File: src/rtl/pwm_irq_ctrl.sv
module pwm_irq_ctrl #(
  parameter int NSLICE = 8,
  parameter int AW     = 3
) (
  input  logic              clk,
  input  logic              rst_n,
  input  logic [NSLICE-1:0] wrap_i,
  input  logic              reg_wr,
  input  logic [1:0]        reg_op,
  input  logic [AW-1:0]     reg_addr,
  input  logic [NSLICE-1:0] reg_wdata,
  output logic [NSLICE-1:0] reg_rdata,
  output logic [NSLICE-1:0] slice_run_o,
  output logic              irq_o
);

  localparam logic [AW-1:0] A_RUN   = AW'(0);
  localparam logic [AW-1:0] A_RAW   = AW'(1);
  localparam logic [AW-1:0] A_MASK  = AW'(2);
  localparam logic [AW-1:0] A_FORCE = AW'(3);
  localparam logic [AW-1:0] A_STAT  = AW'(4);

  localparam logic [1:0] OP_WR  = 2'd0;
  localparam logic [1:0] OP_SET = 2'd1;
  localparam logic [1:0] OP_CLR = 2'd2;

  logic [NSLICE-1:0] run_q, raw_q, mask_q, force_q;
  logic [NSLICE-1:0] status;
  logic hit_run, hit_raw, hit_mask, hit_force;

  function automatic logic [NSLICE-1:0] apply_op(input logic [1:0] op,
                                                 input logic [NSLICE-1:0] cur,
                                                 input logic [NSLICE-1:0] wd);
    case (op)
      OP_WR:   return wd;
      OP_SET:  return cur | wd;
      OP_CLR:  return cur & ~wd;
      default: return cur;
    endcase
  endfunction

  assign hit_run   = reg_wr && (reg_addr == A_RUN);
  assign hit_raw   = reg_wr && (reg_addr == A_RAW);
  assign hit_mask  = reg_wr && (reg_addr == A_MASK);
  assign hit_force = reg_wr && (reg_addr == A_FORCE);

  always_ff @(posedge clk) begin
    if (!rst_n) begin
      run_q   <= '0;
      raw_q   <= '0;
      mask_q  <= '0;
      force_q <= '0;
    end else begin
      if (hit_run)   run_q   <= apply_op(reg_op, run_q, reg_wdata);
      if (hit_mask)  mask_q  <= apply_op(reg_op, mask_q, reg_wdata);
      if (hit_force) force_q <= apply_op(reg_op, force_q, reg_wdata);
      raw_q <= (raw_q & ~(hit_raw ? reg_wdata : '0)) | wrap_i;
    end
  end

  assign status      = (raw_q | force_q) & mask_q;
  assign irq_o       = |status;
  assign slice_run_o = run_q;

  always_comb begin
    case (reg_addr)
      A_RUN:   reg_rdata = run_q;
      A_RAW:   reg_rdata = raw_q;
      A_MASK:  reg_rdata = mask_q;
      A_FORCE: reg_rdata = force_q;
      A_STAT:  reg_rdata = status;
      default: reg_rdata = '0;
    endcase
  end

  p_wrap_sets_r2: assert property (@(posedge clk) disable iff (!rst_n)
    (|wrap_i) |=> ((raw_q & $past(wrap_i)) == $past(wrap_i)))
    else $error("wrap pulse not latched");

  p_raw_clear_r3: assert property (@(posedge clk) disable iff (!rst_n)
    (hit_raw && !(|wrap_i)) |=> (raw_q == ($past(raw_q) & ~$past(reg_wdata))))
    else $error("raw clear wrong");

  p_wrap_wins_r4: assert property (@(posedge clk) disable iff (!rst_n)
    (hit_raw && (|(wrap_i & reg_wdata))) |=> ((raw_q & $past(wrap_i)) == $past(wrap_i)))
    else $error("clear beat wrap");

  p_force_keep_r6: assert property (@(posedge clk) disable iff (!rst_n)
    !hit_force |=> $stable(force_q))
    else $error("force changed without write");

  p_irq_force_r7: assert property (@(posedge clk) disable iff (!rst_n)
    (|(force_q & mask_q)) |-> irq_o)
    else $error("forced unmasked bit without irq");

  p_mask_set_r8: assert property (@(posedge clk) disable iff (!rst_n)
    (hit_mask && reg_op == OP_SET) |=> ((mask_q & $past(mask_q)) == $past(mask_q)))
    else $error("set write dropped a mask bit");

  p_run_plain_r9: assert property (@(posedge clk) disable iff (!rst_n)
    (hit_run && reg_op == OP_WR) |=> (slice_run_o == $past(reg_wdata)))
    else $error("run outputs did not take write");

endmodule

File: config.mk
export PLATFORM = sky130hd
export DESIGN_NAME = pwm_irq_ctrl
export DESIGN_NICKNAME = d
export VERILOG_FILES = /design/src/rtl/pwm_irq_ctrl.sv
export SDC_FILE = /design/constraint.sdc
export NUM_CORES = 1
export LEC_CHECK = 0
export BUFFER_PORTS_ARGS = -buffer_cell sky130_fd_sc_hd__buf_4
export CAP_MARGIN = 20
export CELL_PAD_IN_SITES_DETAIL_PLACEMENT = 1
export CELL_PAD_IN_SITES_GLOBAL_PLACEMENT = 2
export CORE_MARGIN = 2
export CORE_UTILIZATION = 32
export CTS_CLUSTER_DIAMETER = 40
export DETAILED_ROUTE_END_ITERATION = 10
export PLACE_DENSITY_LB_ADDON = 0.1
export SYNTH_ARGS = -nofsm -noshare
export SYNTH_HDL_FRONTEND = slang
export SYNTH_SLANG_ARGS = --single-unit
File: constraint.sdc
create_clock -name clk -period 1.7 [get_ports clk]
set_input_delay 0.34 -clock clk [delete_from_list [all_inputs] [get_ports clk]]
set_output_delay 0.34 -clock clk [all_outputs]
set_load 0.005 [all_outputs]
* Word-level counts from Yosys, hierarchy flattened *
Index checks and enable logic that the tools add are counted.

storage, ports and cells
  register bits = 32
  word-level logic and storage cells = 38

cells by class
  eq/ne operators = 6
  mux-type cells = 5
  bitwise operators = 12
  reductions and logical operators = 11

operators with widths
  kind                                           number
  one-hot mux 8 bit (3 select lines)             3
  AND 8 bit                                      5
  bitwise OR 8 bit                               5
  one-hot mux 8 bit (5 select lines)             1
  inverter 8 bit                                 2
  two-way mux 8 bit                              1
  OR reduction 8 bit                             1
  == test 3 x 2 -> 1 bit, second input constant  2
  AND reduction 2 bit                            3
  logical AND 1 bit                              4
  == test 3 x 1 -> 1 bit, second input constant  1
  == test 3 bit, second input constant           1
  logical NOT 3 bit                              1
  nonzero test 3 bit                             1
  == test 2 x 1 -> 1 bit, second input constant  1
  == test 2 bit, second input constant           1
  logical NOT 2 bit                              1

* Longest topological paths before layout *
Gate-level depths: netlist of run 1.

  depth in word-level cells = 6
  mapped depth = 6
  depth with buffers taken out = 5

* Worst setup path before layout of run 1 *
No wires, ideal clock.

  path kind = input -> register
  start point = input reg_op[0]
  end point = register run_q[6] (netlist: slice_run_o[6])
  setup time = 142 ps
  arrival = 1391 ps
  slack = 167 ps
  stages = 6
  cells stage by stage = inv_1 -> ha_1 -> or2_1 -> buf_1 -> o22ai_1 -> a211oi_2

between the ends
  word-level cells in the longest chain between the ends = 3
  elaborated cells between the ends (all ways) = 6

RTL lines
  what                                   line  RTL
  start: declaration                     9     input logic [1:0] reg_op,
  == test 2 bit (tied with other cells)  34    case (op)
  nonzero test 3 bit (no source line)    --
  AND reduction 2 bit (no source line)   --
  end signal: assignment                 54    if (hit_run) run_q <= apply_op(reg_op, run_q, reg_wdata);
  end: declaration                       27    logic [NSLICE-1:0] run_q, raw_q, mask_q, force_q;

Parallel ways exist; a longest one is shown, timed or not.
A chain may end at the register's enable or synchronous reset.

* Worst setup path after layout of run 1 *
  start point = register force_q[7]
  end point = output reg_rdata[7]

between the ends
  word-level cells in the longest chain between the ends = 3

RTL lines
  what                                  line  RTL
  start: declaration                    27
  start signal: assignment              56    if (hit_force) force_q <= apply_op(reg_op, force_q, reg_wdata);
  bitwise OR 8 bit                      61    assign status = (raw_q | force_q) & mask_q;
  AND 8 bit                             61
  one-hot mux 8 bit (5 select lines) *  66    case (reg_addr)
  end: declaration                      12    output logic [NSLICE-1:0] reg_rdata,

Mark *: on every way between the ends. The rest lies on a longest branch, timed or not.

==> results of run 1 <==
[stage by stage]
step                      TNS [ns]   util  instances  cell area, um2
after floorplan                  0      -        182            1810
after global placement      -0.250  0.422        306            2310
after detailed placement     -1.62  0.422        306            2310
after CTS                   -0.185  0.451        316            2470
after global routing        -0.519  0.458        318            2510
final                      -0.0968  0.458        318            2510
[sequential cells by signal (all words and copies together), names as in the netlist]
register and flops:
force_q 8, mask_q 8, raw_q 8, slice_run_o 8
[critical path, cell delays in order, from the launching register on]
cell     delay (ns)
dfxtp_2        0.34
mux4_2         0.47
inv_2          0.06
o22ai_1        0.07
buf_4          0.16
[where the power goes]
| group | leakage (nW) | internal, mW | switching [mW] |
|---|---|---|---|
| logic | 0.641 | 0.170 | 0.189 |
| registers | 0.268 | 0.776 | 0.0207 |
| clock network | 0.0541 | 0.434 | 0.320 |
| total | 0.963 | 1.38 | 0.529 |
[repair_timing]
action / in CTS / in global routing
setup buffers: 2 / 2
pin swaps: 1 / 0
endpoints found under the setup margin: 8 / 9
resized for setup: 28 / 10
[Yosys cell counts (2+ instances only)]
master,n,area [um2]
ha_1,3,37.5
o21ai_0,8,40.0
or2_2,2,12.5
buf_2,3,15.0
nand4_1,2,12.5
dfxtp_1,32,641
clkbuf_1,2,7.51
mux4_2,7,158
a211oi_1,15,113
a21boi_1,8,60.1
inv_1,12,45.0
o22ai_1,15,93.8
buf_4,6,45.0
and2_1,3,18.8
o21a_1,8,60.1
a211oi_2,8,100
a31oi_1,23,144
nor2b_1,10,62.6
[path summary, 6_finish.rpt]
kind              start            to  slack, ns  depth (start not counted)
max reg2reg   mask_q[4]     mask_q[4]       0.81                          3
min reg2reg   mask_q[6]     mask_q[6]       0.51                          2
min           wrap_i[1]      raw_q[1]       0.25                          2
max          force_q[7]  reg_rdata[7]      -0.02                          4
[logic make-up after synthesis]
kind of cell,count (synthesis),share of synthesized area
fa+ha+maj,3,0.0207
simple gates,25,0.105
mux,8,0.0925
buf+inv,25,0.0704
compound gates,89,0.358
flops,32,0.354
[layout make-up]
type	instances	share of cell area
inverters	12	0.0180
well taps	72	0.0359
clock inverters	3	0.0170
clock buffers	5	0.0274
flip-flops and latches	32	0.264
repair buffers	69	0.208
multi-input cells	125	0.430
[layer usage]
layer,vias up,GRT usage
met4,0,0.0569
met1,887,0.276
met3,8,0.0477
met2,32,0.380
met5,-,0
li1,845,-
==> metrics.md, run 1 <==
| Metric | Value |
|---|---|
| Status | finished with violations |
| Failing checks | setup timing |
| Hold Fails Final Rpt | 0 |
| # rows | 27 |
| Root buffer cell | clkbuf_8 |
| Pin count of the biggest net entering global routing | 25 |
| Effective utilization at floorplan | 0.331 |
| Final worst path period share | 1.01 |
| Top Layer Used | met4 |
| Syn nets | approximately 210 |
| Dpl ws | -0.128 ns |
| Hold WS | between 0.2 and 0.25 ns |
| Post-synthesis sequential area ratio | 0.354 |
| Htree depth | 2 |
| Power Density | ~760 nW/um2 |
| CP max FO | 3 |
| Number of hold buffers added after CTS | 0 |
| DR WL met3 | 203 um |
| Number of synthesized flops with an enable pin | 0 |
| Worst Clk Skew | 0 ns |
| P_leak | around 0.96 nW |
| First-pass GRT wire length | 10200 um |
| CP Launch Type | flop |
| Met2 wire length | roughly 3300 um |
| Worst-skew pair later-pin latency | 0.28 ns |
| Avg Vias per Cell | approximately 5.6 |
| Crit path DAT | approximately 1.4 ns |
| Max Cap Violations | 0 |
| CP endpoint kind | output pin |
| Initial antenna violation count | 0 |
| Data required time of the worst path | 1.36 ns |
| Yosys cell types | 33 |
| Reg clk slew, reported paths | 0.08 ns |
| Min-Delay Path Class | in -> reg |
| DRT Wirelength | 6510 um |
| Setup CP Type | reg -> out |
| Total gr overflow | 0 |
| Antenna cells | 0 |
| Final setup margin | -0.0216 ns |
| Multi-input combinational cell area | 1080 um2 |
| Commonest non-fill, non-tap cells in the layout | buf_4, a31oi_1, dfxtp_2 |
| #FFs+latches synth | 32 |
| Fmax | 581 MHz |
| FF+latch area | approximately 660 um2 |
| Tot Pwr | approximately 1.9 mW |
| DIE AREA | about 6300 um2 |
| Final-layout fill cell count | about 650 |
| Top FF cell, synth | dfxtp_1 |
| All-layer global routing usage | 0.219 |
| Synth-to-Final Area Change | 38.4% |
| IO Pins | slightly above 40 |
| Num CTS Buffers | 5 |
| Post-Syn Instances | about 180 |
| Wl on met1 | approximately 3000 um |
| Final setup viols | 7 |
| CTS tree | built |
| RePlAce Congestion | about 0.8 |
| RSZ-0062 raised after global routing | true |
| Final ANT Viol Nets | 0 |
| Synth warn | 0 |
| Nets | around 270 |
| Post-route DRC | 0 |
| Vias post-DR | 1772 |
| Clk sinks | 32 |
| Most common cell after layout, fill and taps aside | buf_4 |
| Worst relative slew slack | 0.717 |
| Chip Width | around 79 um |
| Pre-Repair DR Iteration Count | 4 |
| Layout cells sized above 1 | 0.516 |
| VDD IR-drop max | roughly 0.5 mV |
| Worst-margin pin slew | roughly 0.42 ns |
| Ys async rst share | 0 |
| Final min period | 1.72 ns |
| I/O Buffers | 40 |
| Die height | around 79 um |
| Vias in the first global route | roughly 1.9k |
| Fin. max-slew vios | 0 |
| Detailed Route Iter0 Violations | 81 |
| Syn Area/Cell | 9.95 um2 |
| Post-DP HPWL | 4750 um |
| Core area | ~5500 um2 |
| Post-Syn Area | 1810 um2 |
| Drt wl/cell | around 20 um |
| Max Root-Sink Buffers | 2 |
Note: power is estimated with default switching activity, not from simulation.
==> run 2, diff against run 1 <==
==> constraint.sdc (replaced) <==
create_clock -name clk -period 2.08 [get_ports clk]
set_input_delay 0.416 -clock clk [delete_from_list [all_inputs] [get_ports clk]]
set_output_delay 0.416 -clock clk [all_outputs]
set_load 0.005 [all_outputs]
==> metrics.md, run 2 (synthesized netlist as in run 1, its figures left out) <==
| Metric | Value |
|---|---|
| Status | finished clean |
| Core area | about 5500 um2 |
| Detailed Route Iter0 Violations | 77 |
| Post-layout util | 0.430 |
| Hold Fails Final Rpt | 0 |
| Most common cell after layout, fill and taps aside | buf_4 |
| Post-route DRC | 0 |
| Max Cap Violations | 0 |
| Antenna cells | 0 |
| DIE AREA | roughly 6300 um2 |
| Min-Delay Path Class | in -> reg |
| CP max FO | 3 |
| Synth-to-Final Area Change | 29.8% |
| Fin. max-slew vios | 0 |
| Chip Width | 79.2 um |
| Number of hold buffers added after CTS | 0 |
| Crit path largest cell delay | 0.34 ns |
| Setup Total Neg Slack | 0 ns |
| Clock power share | 0.401 |
| Max Root-Sink Buffers | 2 |
| Reg clk slew, reported paths | roughly 0.07 ns |
| RSZ-0062 raised after global routing | false |
| Worst Clk Skew | 0 ns |
| Final min period | 2.00 ns |
| Power Density | about 650 nW/um2 |
| DRT Wirelength | around 6400 um |
| FF+latch area | roughly 640 um2 |
| Vias post-DR | ~1.7k |
| CP delay by family, top | simple AND/OR/NAND/NOR gates |
| IO Pins | between 40 and 50 |
| Avg Vias per Cell | roughly 5.7 |
| # rows | 27 |
| All-layer global routing usage | 0.213 |
| VDD IR-drop max | about 0.23 mV |
| Nets | roughly 260 |
| CP max-delay cell | dfxtp_1 |
| Post-CTS Setup Inserts | 0 |
| CP bufs+invs | 1 |
| Final-layout fill cell count | between 600 and 700 |
| Worst-skew pair later-pin latency | 0.29 ns |
| Cts repair resizes | 0 |
| First-pass GRT wire length | roughly 10000 um |
| Pin count of the biggest net entering global routing | 19 |
| Crit path DAT | 1.58 ns |
| Pre-Repair DR Iteration Count | 4 |
| Effective utilization at floorplan | 0.331 |
| CTS tree | built |
| Data required time of the worst path | approximately 1.7 ns |
| I/O Buffers | 40 |
| Worst relative slew slack | 0.725 |
| Total gr overflow | 0 |
| Commonest non-fill, non-tap cells in the layout | buf_4, dfxtp_1, a31oi_1 |
| Drt wl/cell | 20.9 um |
| P_leak | between 0.8 and 0.9 nW |
| Htree depth | 2 |
| CP endpoint kind | output pin |
| Setup CP Type | reg -> out |
| Combinational fraction of design power | 0.178 |
| Vias in the first global route | 1853 |
| RePlAce Congestion | about 0.84 |
| Die height | 79.2 um |
| Num CTS Buffers | 5 |
| Hold WS | approximately 0.33 ns |
| Internal | 1.11 mW |
| Final setup viols | 0 |
| Layout cells sized above 1 | 0.369 |
| Post-DP HPWL | ~4600 um |
| Cells along the critical path | o21ai_0 -> nand4_1 -> or2_2 -> buf_4 |
| Final worst path period share | 0.960 |
| Fmax | 501 MHz |
| NetSw | 0.425 mW |
| Multi-input combinational cell area | about 1000 um2 |
| Clk sinks | 32 |
| Initial antenna violation count | 0 |
| CP Launch Type | flop |
| Switching Share | 0.277 |
| Final ANT Viol Nets | 0 |
| Reg power frac | 0.421 |
| Root buffer cell | clkbuf_8 |
| Worst-margin pin slew | roughly 0.41 ns |
[run 2: cell count changes in the layout (fill, tap and decap cells not counted), moves of 2 or more]
cell and delta:
dfxtp_1 +17, o21ai_0 +7, inv_1 +4, buf_4 -12
o21ai_1 -3, o22ai_2 -2, inv_2 -4, o21ai_2 -4
dfxtp_2 -17, o22ai_1 +2
[run 2: layer usage]
layer  track usage  routed length, um  vias to the layer above
met2         0.360               3150                       39
met4        0.0724                114                        0
li1              -                  -                      819
met1         0.273               2840                      871
met5             0                  0                        -
met3        0.0386                268                       12
[run 2: power by group through the flow]
stage	Clock [mW]	Combinational [mW]	Sequential (mW)
4_1_cts	0.630	0.272	0.646
5_1_grt	0.664	0.293	0.649
2_1_floorplan	0	0.154	0.656
6_report	0.616	0.272	0.646
3_5_place_dp	0	0.271	0.660
3_3_place_gp	0	0.262	0.659
[run 2: worst paths after layout]
check / startpoint / end / slack [ns] / cells after the start
worst max-delay path: force_q[4] / irq_o / 0.08 / 4
worst min-delay path: wrap_i[1] / raw_q[1] / 0.33 / 2
worst max register to register: slice_run_o[3] / slice_run_o[3] / 1.29 / 2
worst min register to register: mask_q[6] / mask_q[6] / 0.52 / 2
[run 2: area by class of cell]
class / instances / area share
Clock buffer: 5 / 0.0293
Clock inverter: 3 / 0.0181
Inverter: 12 / 0.0192
Multi-Input combinational cell: 125 / 0.444
Sequential cell: 32 / 0.272
Tap cell: 72 / 0.0383
Timing Repair Buffer: 56 / 0.179
[run 2: worst register-to-register path: cells and delay by family, from the launching register on]
kind               cells  cell delay (ns)
AOI/OAI and AO/OA      2             0.32
DFF                    1             0.38
[run 2: through the flow]
stage | cell area [um2] | worst slack (ns) | power (mW) | instances
final | 2350 | 0.0838 | 1.53 | 305
after CTS | 2350 | 0.0477 | 1.55 | 305
after floorplan | 1810 | 0.462 | 0.809 | 182
after global placement | 2240 | 0.145 | 0.921 | 297
after detailed placement | 2240 | 0.109 | 0.932 | 297
after global routing | 2350 | 0.0107 | 1.61 | 305
